**src/rtl/sgd_pkg.sv**
```systemverilog
package sgd_pkg;

   localparam int DESC_BYTES = 8;
   localparam int RGN_W      = 17;

   typedef enum logic [2:0] {
      S_IDLE, S_FREQ, S_FWAIT, S_XREQ, S_XWAIT, S_BOFF, S_HOLD
   } sgd_state_e;

   typedef struct packed {
      logic        last;
      logic [14:0] rsvd;
      logic [15:0] cnt;
      logic [31:0] base;
   } sgd_desc_t;

   function automatic logic [RGN_W-1:0] region_bytes(input logic [15:0] c);
      return (c == 16'd0) ? RGN_W'(65536) : {1'b0, c};
   endfunction

endpackage

```
**src/rtl/sgd_split.sv**
```systemverilog
module sgd_split #(
   parameter int PAGE_BYTES = 4096,
   parameter int RGN_W      = 17,
   localparam int PG_W      = $clog2(PAGE_BYTES),
   localparam int LEN_W     = PG_W + 1
) (
   input  logic [PG_W-1:0]  offs_i,
   input  logic [RGN_W-1:0] left_i,
   output logic [LEN_W-1:0] len_o,
   output logic             full_o
);
   logic [LEN_W-1:0] room;
   logic             fits;

   assign room   = LEN_W'(PAGE_BYTES) - {1'b0, offs_i};
   assign fits   = left_i < RGN_W'(room);
   assign len_o  = fits ? left_i[LEN_W-1:0] : room;
   assign full_o = (len_o == LEN_W'(PAGE_BYTES));
endmodule

```
**src/rtl/sgd_backoff.sv**
```systemverilog
module sgd_backoff #(
   parameter int BACKOFF = 16,
   localparam int BW     = $clog2(BACKOFF + 1)
) (
   input  logic clk,
   input  logic rst_n,
   input  logic start_i,
   output logic done_o
);
   logic [BW-1:0] cnt;

   always_ff @(posedge clk or negedge rst_n) begin
      if (!rst_n)              cnt <= '0;
      else if (start_i)        cnt <= BW'(BACKOFF - 1);
      else if (cnt != '0)      cnt <= cnt - 1'b1;
   end

   assign done_o = (cnt == '0);

   AST_BOFF_LOAD: assert property (@(posedge clk) disable iff (!rst_n)
      start_i |=> (cnt == BW'(BACKOFF - 1)));
endmodule

```
**src/rtl/sgd_stats.sv**
```systemverilog
module sgd_stats #(
   parameter int STAT_W = 32,
   parameter int LEN_W  = 13
) (
   input  logic              clk,
   input  logic              rst_n,
   input  logic              hit_i,
   input  logic [LEN_W-1:0]  len_i,
   input  logic              full_i,
   output logic [STAT_W-1:0] bytes_o,
   output logic [STAT_W-1:0] txs_o,
   output logic [STAT_W-1:0] pages_o
);
   always_ff @(posedge clk or negedge rst_n) begin
      if (!rst_n) begin
         bytes_o <= '0;
         txs_o   <= '0;
         pages_o <= '0;
      end else if (hit_i) begin
         bytes_o <= bytes_o + STAT_W'(len_i);
         txs_o   <= txs_o + 1'b1;
         if (full_i) pages_o <= pages_o + 1'b1;
      end
   end

   AST_TXS_STEP: assert property (@(posedge clk) disable iff (!rst_n)
      hit_i |=> (txs_o == $past(txs_o) + 1'b1));
endmodule

```
**src/rtl/prd_sg_dma.sv**
```systemverilog
module prd_sg_dma
   import sgd_pkg::*;
#(
   parameter int PAGE_BYTES = 4096,
   parameter int BACKOFF    = 16,
   parameter int CMD_W      = 18,
   parameter int STAT_W     = 32,
   localparam int PG_W      = $clog2(PAGE_BYTES),
   localparam int LEN_W     = PG_W + 1
) (
   input  logic              clk,
   input  logic              rst_n,
   input  logic [31:0]       tbl_ptr,
   input  logic              go,
   input  logic              dma_ready,
   input  logic              to_mem,
   input  logic [CMD_W-1:0]  cmd_bytes,
   input  logic              irq_mask,
   input  logic              stat_clr,
   output logic              mem_req,
   output logic              mem_desc,
   output logic              mem_we,
   output logic [31:0]       mem_addr,
   output logic [LEN_W-1:0]  mem_len,
   input  logic              mem_busy,
   input  logic              mem_rsp_valid,
   input  logic [63:0]       mem_rdata,
   output logic              done_o,
   output logic              err_o,
   output logic              bm_active,
   output logic              bm_irq,
   output logic              bm_err,
   output logic [STAT_W-1:0] mrd_bytes,
   output logic [STAT_W-1:0] mrd_txs,
   output logic [STAT_W-1:0] mrd_pages,
   output logic [STAT_W-1:0] mwr_bytes,
   output logic [STAT_W-1:0] mwr_txs,
   output logic [STAT_W-1:0] mwr_pages
);

   initial begin
      assert ((1 << PG_W) == PAGE_BYTES && PAGE_BYTES >= 16 && PAGE_BYTES <= 32768)
         else $error("PAGE_BYTES must be a power of two in 16..32768");
      assert (BACKOFF >= 1) else $error("BACKOFF must be at least 1");
      assert (CMD_W > LEN_W && CMD_W <= 32) else $error("CMD_W out of range");
   end

   sgd_state_e        state, state_n;
   logic [31:0]       ptr, cur_addr;
   logic [RGN_W-1:0]  rgn_left, left_nxt;
   logic              rgn_last, dir_q, ret_fetch, under, under_nxt, short_b;
   logic [CMD_W-1:0]  rem, rem_nxt;
   logic [LEN_W-1:0]  len_q, split_len;
   logic              split_full, full_q;
   logic              rsp_x, rsp_f, fin, fin_err, bo_done, bo_start;
   sgd_desc_t         rsp_desc;
   logic              unused_bits;

   assign rsp_desc    = sgd_desc_t'(mem_rdata);
   assign unused_bits = ^{rsp_desc.rsvd, tbl_ptr[1:0]};
   assign bm_active   = (state != S_IDLE) && (state != S_HOLD);
   assign rsp_f       = (state == S_FWAIT) && mem_rsp_valid;
   assign rsp_x       = (state == S_XWAIT) && mem_rsp_valid;

   sgd_split #(.PAGE_BYTES(PAGE_BYTES), .RGN_W(RGN_W)) u_split (
      .offs_i (cur_addr[PG_W-1:0]),
      .left_i (rgn_left),
      .len_o  (split_len),
      .full_o (split_full)
   );

   assign bo_start = (state_n == S_BOFF) && (state != S_BOFF);

   sgd_backoff #(.BACKOFF(BACKOFF)) u_backoff (
      .clk     (clk),
      .rst_n   (rst_n),
      .start_i (bo_start),
      .done_o  (bo_done)
   );

   // memory port
   assign mem_req  = go && !mem_busy && ((state == S_FREQ) || (state == S_XREQ));
   assign mem_desc = (state == S_FREQ);
   assign mem_we   = (state == S_XREQ) && dir_q;
   assign mem_addr = mem_desc ? ptr : cur_addr;
   assign mem_len  = mem_desc ? LEN_W'(DESC_BYTES) : split_len;

   // byte accounting on a burst acknowledge
   assign short_b   = CMD_W'(len_q) > rem;
   assign rem_nxt   = short_b ? '0 : rem - CMD_W'(len_q);
   assign under_nxt = under | short_b;
   assign left_nxt  = rgn_left - RGN_W'(len_q);

   always_comb begin
      fin     = 1'b0;
      fin_err = 1'b0;
      if (bm_active && !go) begin
         fin     = 1'b1;
         fin_err = 1'b1;
      end else if (rsp_x && left_nxt == '0) begin
         if (rgn_last) begin
            fin     = 1'b1;
            fin_err = under_nxt || (rem_nxt != '0);
         end else if (under_nxt || rem_nxt == '0) begin
            fin     = 1'b1;
            fin_err = 1'b1;
         end
      end
   end

   always_comb begin
      state_n = state;
      unique case (state)
         S_IDLE:  if (go && dma_ready) state_n = S_FREQ;
         S_FREQ:  state_n = mem_busy ? S_BOFF : S_FWAIT;
         S_FWAIT: if (mem_rsp_valid) state_n = S_XREQ;
         S_XREQ:  state_n = mem_busy ? S_BOFF : S_XWAIT;
         S_XWAIT: if (mem_rsp_valid) state_n = (left_nxt == '0) ? S_FREQ : S_XREQ;
         S_BOFF:  if (bo_done) state_n = ret_fetch ? S_FREQ : S_XREQ;
         S_HOLD:  if (!go) state_n = S_IDLE;
         default: state_n = S_IDLE;
      endcase
      if (fin) state_n = S_HOLD;
   end

   always_ff @(posedge clk or negedge rst_n) begin
      if (!rst_n) begin
         state     <= S_IDLE;
         ptr       <= '0;
         cur_addr  <= '0;
         rgn_left  <= '0;
         rgn_last  <= 1'b0;
         rem       <= '0;
         under     <= 1'b0;
         dir_q     <= 1'b0;
         ret_fetch <= 1'b0;
         len_q     <= '0;
         full_q    <= 1'b0;
         done_o    <= 1'b0;
         err_o     <= 1'b0;
         bm_irq    <= 1'b0;
         bm_err    <= 1'b0;
      end else begin
         state  <= state_n;
         done_o <= fin;
         err_o  <= fin && fin_err;
         bm_irq <= (bm_irq && !stat_clr) || (fin && !irq_mask);
         bm_err <= (bm_err && !stat_clr) || (fin && fin_err);
         if (state == S_IDLE && go && dma_ready) begin
            ptr   <= {tbl_ptr[31:2], 2'b00};
            rem   <= cmd_bytes;
            under <= 1'b0;
            dir_q <= to_mem;
         end
         if ((state == S_FREQ || state == S_XREQ) && mem_busy)
            ret_fetch <= (state == S_FREQ);
         if (rsp_f) begin
            cur_addr <= rsp_desc.base;
            rgn_left <= region_bytes(rsp_desc.cnt);
            rgn_last <= rsp_desc.last;
            ptr      <= ptr + 32'(DESC_BYTES);
         end
         if (state == S_XREQ && mem_req) begin
            len_q  <= split_len;
            full_q <= split_full;
         end
         if (rsp_x) begin
            cur_addr <= cur_addr + 32'(len_q);
            rgn_left <= left_nxt;
            rem      <= rem_nxt;
            under    <= under_nxt;
         end
      end
   end

   // per-direction traffic counters
   for (genvar d = 0; d < 2; d++) begin : g_dir
      logic [STAT_W-1:0] s_bytes, s_txs, s_pages;
      sgd_stats #(.STAT_W(STAT_W), .LEN_W(LEN_W)) u_stats (
         .clk     (clk),
         .rst_n   (rst_n),
         .hit_i   (rsp_x && (dir_q == d[0])),
         .len_i   (len_q),
         .full_i  (full_q),
         .bytes_o (s_bytes),
         .txs_o   (s_txs),
         .pages_o (s_pages)
      );
   end
   assign mrd_bytes = g_dir[0].s_bytes;
   assign mrd_txs   = g_dir[0].s_txs;
   assign mrd_pages = g_dir[0].s_pages;
   assign mwr_bytes = g_dir[1].s_bytes;
   assign mwr_txs   = g_dir[1].s_txs;
   assign mwr_pages = g_dir[1].s_pages;

   AST_PTR_ALIGN: assert property (@(posedge clk) disable iff (!rst_n)
      (mem_req && mem_desc) |-> (mem_addr[1:0] == 2'b00));
   AST_NO_PAGE_CROSS: assert property (@(posedge clk) disable iff (!rst_n)
      (mem_req && !mem_desc) |-> (({1'b0, mem_addr[PG_W-1:0]} + mem_len) <= LEN_W'(PAGE_BYTES)));
   AST_BUSY_HOLDOFF: assert property (@(posedge clk) disable iff (!rst_n)
      (mem_busy && go && (state == S_FREQ || state == S_XREQ)) |=> !mem_req);
   AST_DONE_PULSE: assert property (@(posedge clk) disable iff (!rst_n)
      done_o |=> !done_o);
   AST_ERR_WITH_DONE: assert property (@(posedge clk) disable iff (!rst_n)
      err_o |-> done_o);
   AST_STOP_QUIET: assert property (@(posedge clk) disable iff (!rst_n)
      (bm_active && !go) |=> !bm_active);
   AST_IRQ_CLEAR: assert property (@(posedge clk) disable iff (!rst_n)
      (stat_clr && !done_o && !fin) |=> !bm_irq);

endmodule

```
**config.mk**
```make
export PLATFORM = sky130hd
export DESIGN_NAME = prd_sg_dma
export DESIGN_NICKNAME = d
export VERILOG_FILES = /design/src/rtl/sgd_pkg.sv /design/src/rtl/sgd_split.sv /design/src/rtl/sgd_backoff.sv /design/src/rtl/sgd_stats.sv /design/src/rtl/prd_sg_dma.sv
export SDC_FILE = /design/constraint.sdc
export NUM_CORES = 1
export LEC_CHECK = 0
export ABC_AREA = 1
export BUFFER_PORTS_ARGS = -buffer_cell sky130_fd_sc_hd__buf_2
export CAP_MARGIN = 20
export CELL_PAD_IN_SITES_DETAIL_PLACEMENT = 1
export CELL_PAD_IN_SITES_GLOBAL_PLACEMENT = 1
export CORE_ASPECT_RATIO = 0.5
export CORE_MARGIN = 3
export CORE_UTILIZATION = 41
export DETAILED_ROUTE_END_ITERATION = 10
export GPL_TIMING_DRIVEN = 0
export PLACE_DENSITY_LB_ADDON = 0.1
export SLEW_MARGIN = 20
export SYNTH_ARGS = -nofsm -noshare
export SYNTH_HDL_FRONTEND = slang
export SYNTH_SLANG_ARGS = --single-unit
```
**constraint.sdc**
```tcl
create_clock -name clk -period 4.75 [get_ports clk]
set_clock_uncertainty 0.15 [all_clocks]
set_input_delay 0.95 -clock clk [delete_from_list [all_inputs] [get_ports clk]]
set_output_delay 0.95 -clock clk [all_outputs]
set_load 0.01 [all_outputs]
```
==> out/metrics.cfg <==
[outcome]
status = finished with violations
failed_checks = negative setup slack

[placed_design]
dpl_cell_area_mm2 = 0.0228
portBuffers = 350
hpwlAfterDp_um = 57000
gp_congestion = 0.925
dp_cells = 3680

[critical_path]
r2r_start = len_q[1]$_DFFE_PN0P_
r2r_slack_ns = 0.50
reg2regPathDepth = 18
cp.required_ns = 3.65
startpoint_type = flip-flop
worstPathMaxFanout = 5
critPathArrivalTime_ns = 3.96
cp-end-kind = output port
r2r_end = u_backoff.cnt[4]$_DFFE_PN0P_
crit_type = flip-flop to output port

[clock_network]
clock_latency_ns = 0.54
cts.sinks = 319
cts_buffer_depth = 3
cts_root_buffer = clkbuf_16
numCtsBuffers = 35
clkTransAtPathRegs_ns = 0.07
cts_tree = built
cts_max_level = 2

[routing]
routedWlPerCell_um = 19.8
dr.pass1.iters = 4
vias = 20100
drcViolationCount = 0
drt-initial-drc-count = 1113
antenna_left = 0
wirelength_um = 74700
viasPerCell = 5.33

[timing]
finalCritPeriodShare = 1.06
setup_viol = 13
tightestPinTransition_ns = 0.995
rsz0062_at_grt = yes
slew_headroom = 0.336
worst_slack_ns = -0.308
fmax_mhz = 198
whs_ns = 0.274
finalCriticalPeriod_ns = 5.06
slew_viol_final = 0
hold_viol = 0

[grt]
grt_first_pass_wirelength_um = 116000
grt_usage = 0.280
antenna_found_initial = 0
overflow = 0
grt_max_degree = 85
grt_pass1_vias = 20800

[layout]
finalNetCount = 3319
instances_no_fill = 3770
final_util = 0.517
final_cell_mix = nand2_1 (731), inv_1 (348), buf_2 (347), dfrtp_1 (317), nor2_1 (197)
final_common_cell = nand2_1
nFillCells = 6087
area_delta_synth_final_pct = 22.2
drive_gt1_frac = 0.172
postLayoutCellArea_mm2 = 0.0247

[floorplanning]
die_h_um = 163
rows = 56
die_w_um = 320
initial_utilization = 0.423
io_pins = 368
core_mm2 = 0.0477
die_area_mm2 = 0.0521

[synthesis]
syn-num-nets = 2901
synth_cell_type_count = 52
postSynthCellCount = 2689
syn_area_mm2 = 0.0202
synth-edff-count = 0
synthFlopType = dfrtp_1
ys_warn_count = 0
synth_area_per_cell_um2 = 7.51
ys_seq_area_frac = 0.395
ys_ff_latch = 319
postSynth.asyncResetShare = 1.00

[pwr]
leakagePower_uw = 0.0128
ir_worst_vdd_mv = 0.281
total_power_uw = 15600
power.density_cell_area_mw_per_mm2 = 631

[min_path]
holdCritPathClass = input pin to async pin

[flow_run]
maxCapViolCount = 0

==> synthesized netlist by cell type, drive strengths merged (4+ instances only) <==
cell type / number / share of area
ha: 84 / 0.052
nand4: 67 / 0.021
buf: 9 / 0.0022
dfrtp: 319 / 0.40
or2: 5 / 0.0017
xnor2: 74 / 0.032
o221ai: 20 / 0.0087
nor4: 19 / 0.0062
nand2: 749 / 0.14
o21a: 6 / 0.0022
nor3: 79 / 0.022
nor3b: 5 / 0.0021
o21bai: 4 / 0.0015
a21oi: 91 / 0.023
o21ai: 146 / 0.036
and3: 5 / 0.0015
o22ai: 9 / 0.0028
nor2: 215 / 0.042
xor2: 138 / 0.060
o211ai: 37 / 0.014
fa: 5 / 0.0050
clkbuf: 42 / 0.0078
nand3: 174 / 0.044
inv: 357 / 0.066
nand3b: 9 / 0.0033
==> layer usage <==
metal	GRT usage	routed length, um	up-vias
met5	0	0	-
met4	0.0814	2340	0
met3	0.0341	3070	130
met2	0.496	36900	442
met1	0.363	32400	9940
li1	-	-	9587
==> flip-flops by register name, indices dropped and copies added (netlist names), 3 cells and up <==
| register | count |
|---|---|
| g_dir.u_stats.bytes_o | 64 |
| g_dir.u_stats.pages_o | 64 |
| g_dir.u_stats.txs_o | 64 |
| cur_addr | 32 |
| ptr | 30 |
| rem | 18 |
| rgn_left | 17 |
| len_q | 13 |
| u_backoff.cnt | 5 |
| state | 3 |
==> critical path, cell delays in order (launching register included) <==
cell	delay (ns)
dfrtp_1	0.46
inv_1	0.21
nand2_2	0.10
nor2_4	0.11
nand4_1	0.16
buf_4	0.20
o21ai_1	0.14
nand2_1	0.14
ha_4	0.30
nand4_1	0.14
nor3_1	0.32
o211ai_1	0.26
nand3_4	0.22
buf_6	0.14
nand2_2	0.05
o21a_1	0.15
inv_2	0.10
nor2_2	0.05
buf_6	0.16
==> kinds of logic after synthesis <==
kind of cell               synth area share
buffers and inverters                0.0763
xor gates and xnor gates             0.0919
adders and majority gates            0.0570
DFF                                   0.395
AOI/OAI and AO/OA                    0.0936
and+or+nand+nor                       0.286
==> area by class of cell <==
cell class,instances,area [um2],share of cell area
Tap cell,638,798,0.0323
Sequential cell,319,7990,0.323
Clock buffer,45,973,0.0394
Buffer,51,224,0.00907
Inverter,357,1350,0.0545
Clock inverter,16,263,0.0106
Timing Repair Buffer,381,2100,0.0852
Multi-Input combinational cell,1962,11000,0.445
Antenna cell,1,2.50,0.000101
==> through the flow <==
stage	TNS (ns)	setup slack [ns]
3_3_place_gp	-1272.81	-4.05
6_report	-3.21	-0.308
3_5_place_dp	-2.58	-0.341
4_1_cts	-0.0414	-0.0190
5_1_grt	-5.22	-0.468
2_1_floorplan	0	0.783
==> report_power, final <==
part           leakage (uW)  switching, uW  internal (uW)
sequential          0.00410            878           3350
combinational       0.00811           5400           2910
clock              0.000606           1260           1790
total                0.0128           7530           8040
==> worst max-delay path by stage <==
stage | startpoint | cells past startpoint | endpoint
6_report | cur_addr[2]$_DFFE_PN0P_ | 18 | mem_len[2]
5_1_grt | cur_addr[0]$_DFFE_PN0P_ | 19 | mem_len[2]
4_1_cts | cur_addr[0]$_DFFE_PN0P_ | 18 | mem_len[9]
3_5_place_dp | cur_addr[0]$_DFFE_PN0P_ | 17 | mem_len[9]
3_3_place_gp | rst_n | 1 | ptr[26]$_DFFE_PN0P_
2_1_floorplan | cur_addr[1]$_DFFE_PN0P_ | 14 | mem_len[9]
==> timing repair <==
action,CTS,global route
cloned,1,1
hold buffers,0,0
pin swaps,12,22
gates resized for setup,59,48
setup endpoints to repair,13,13
setup buffers,9,17
Note: power is estimated with default switching activity, not from simulation.
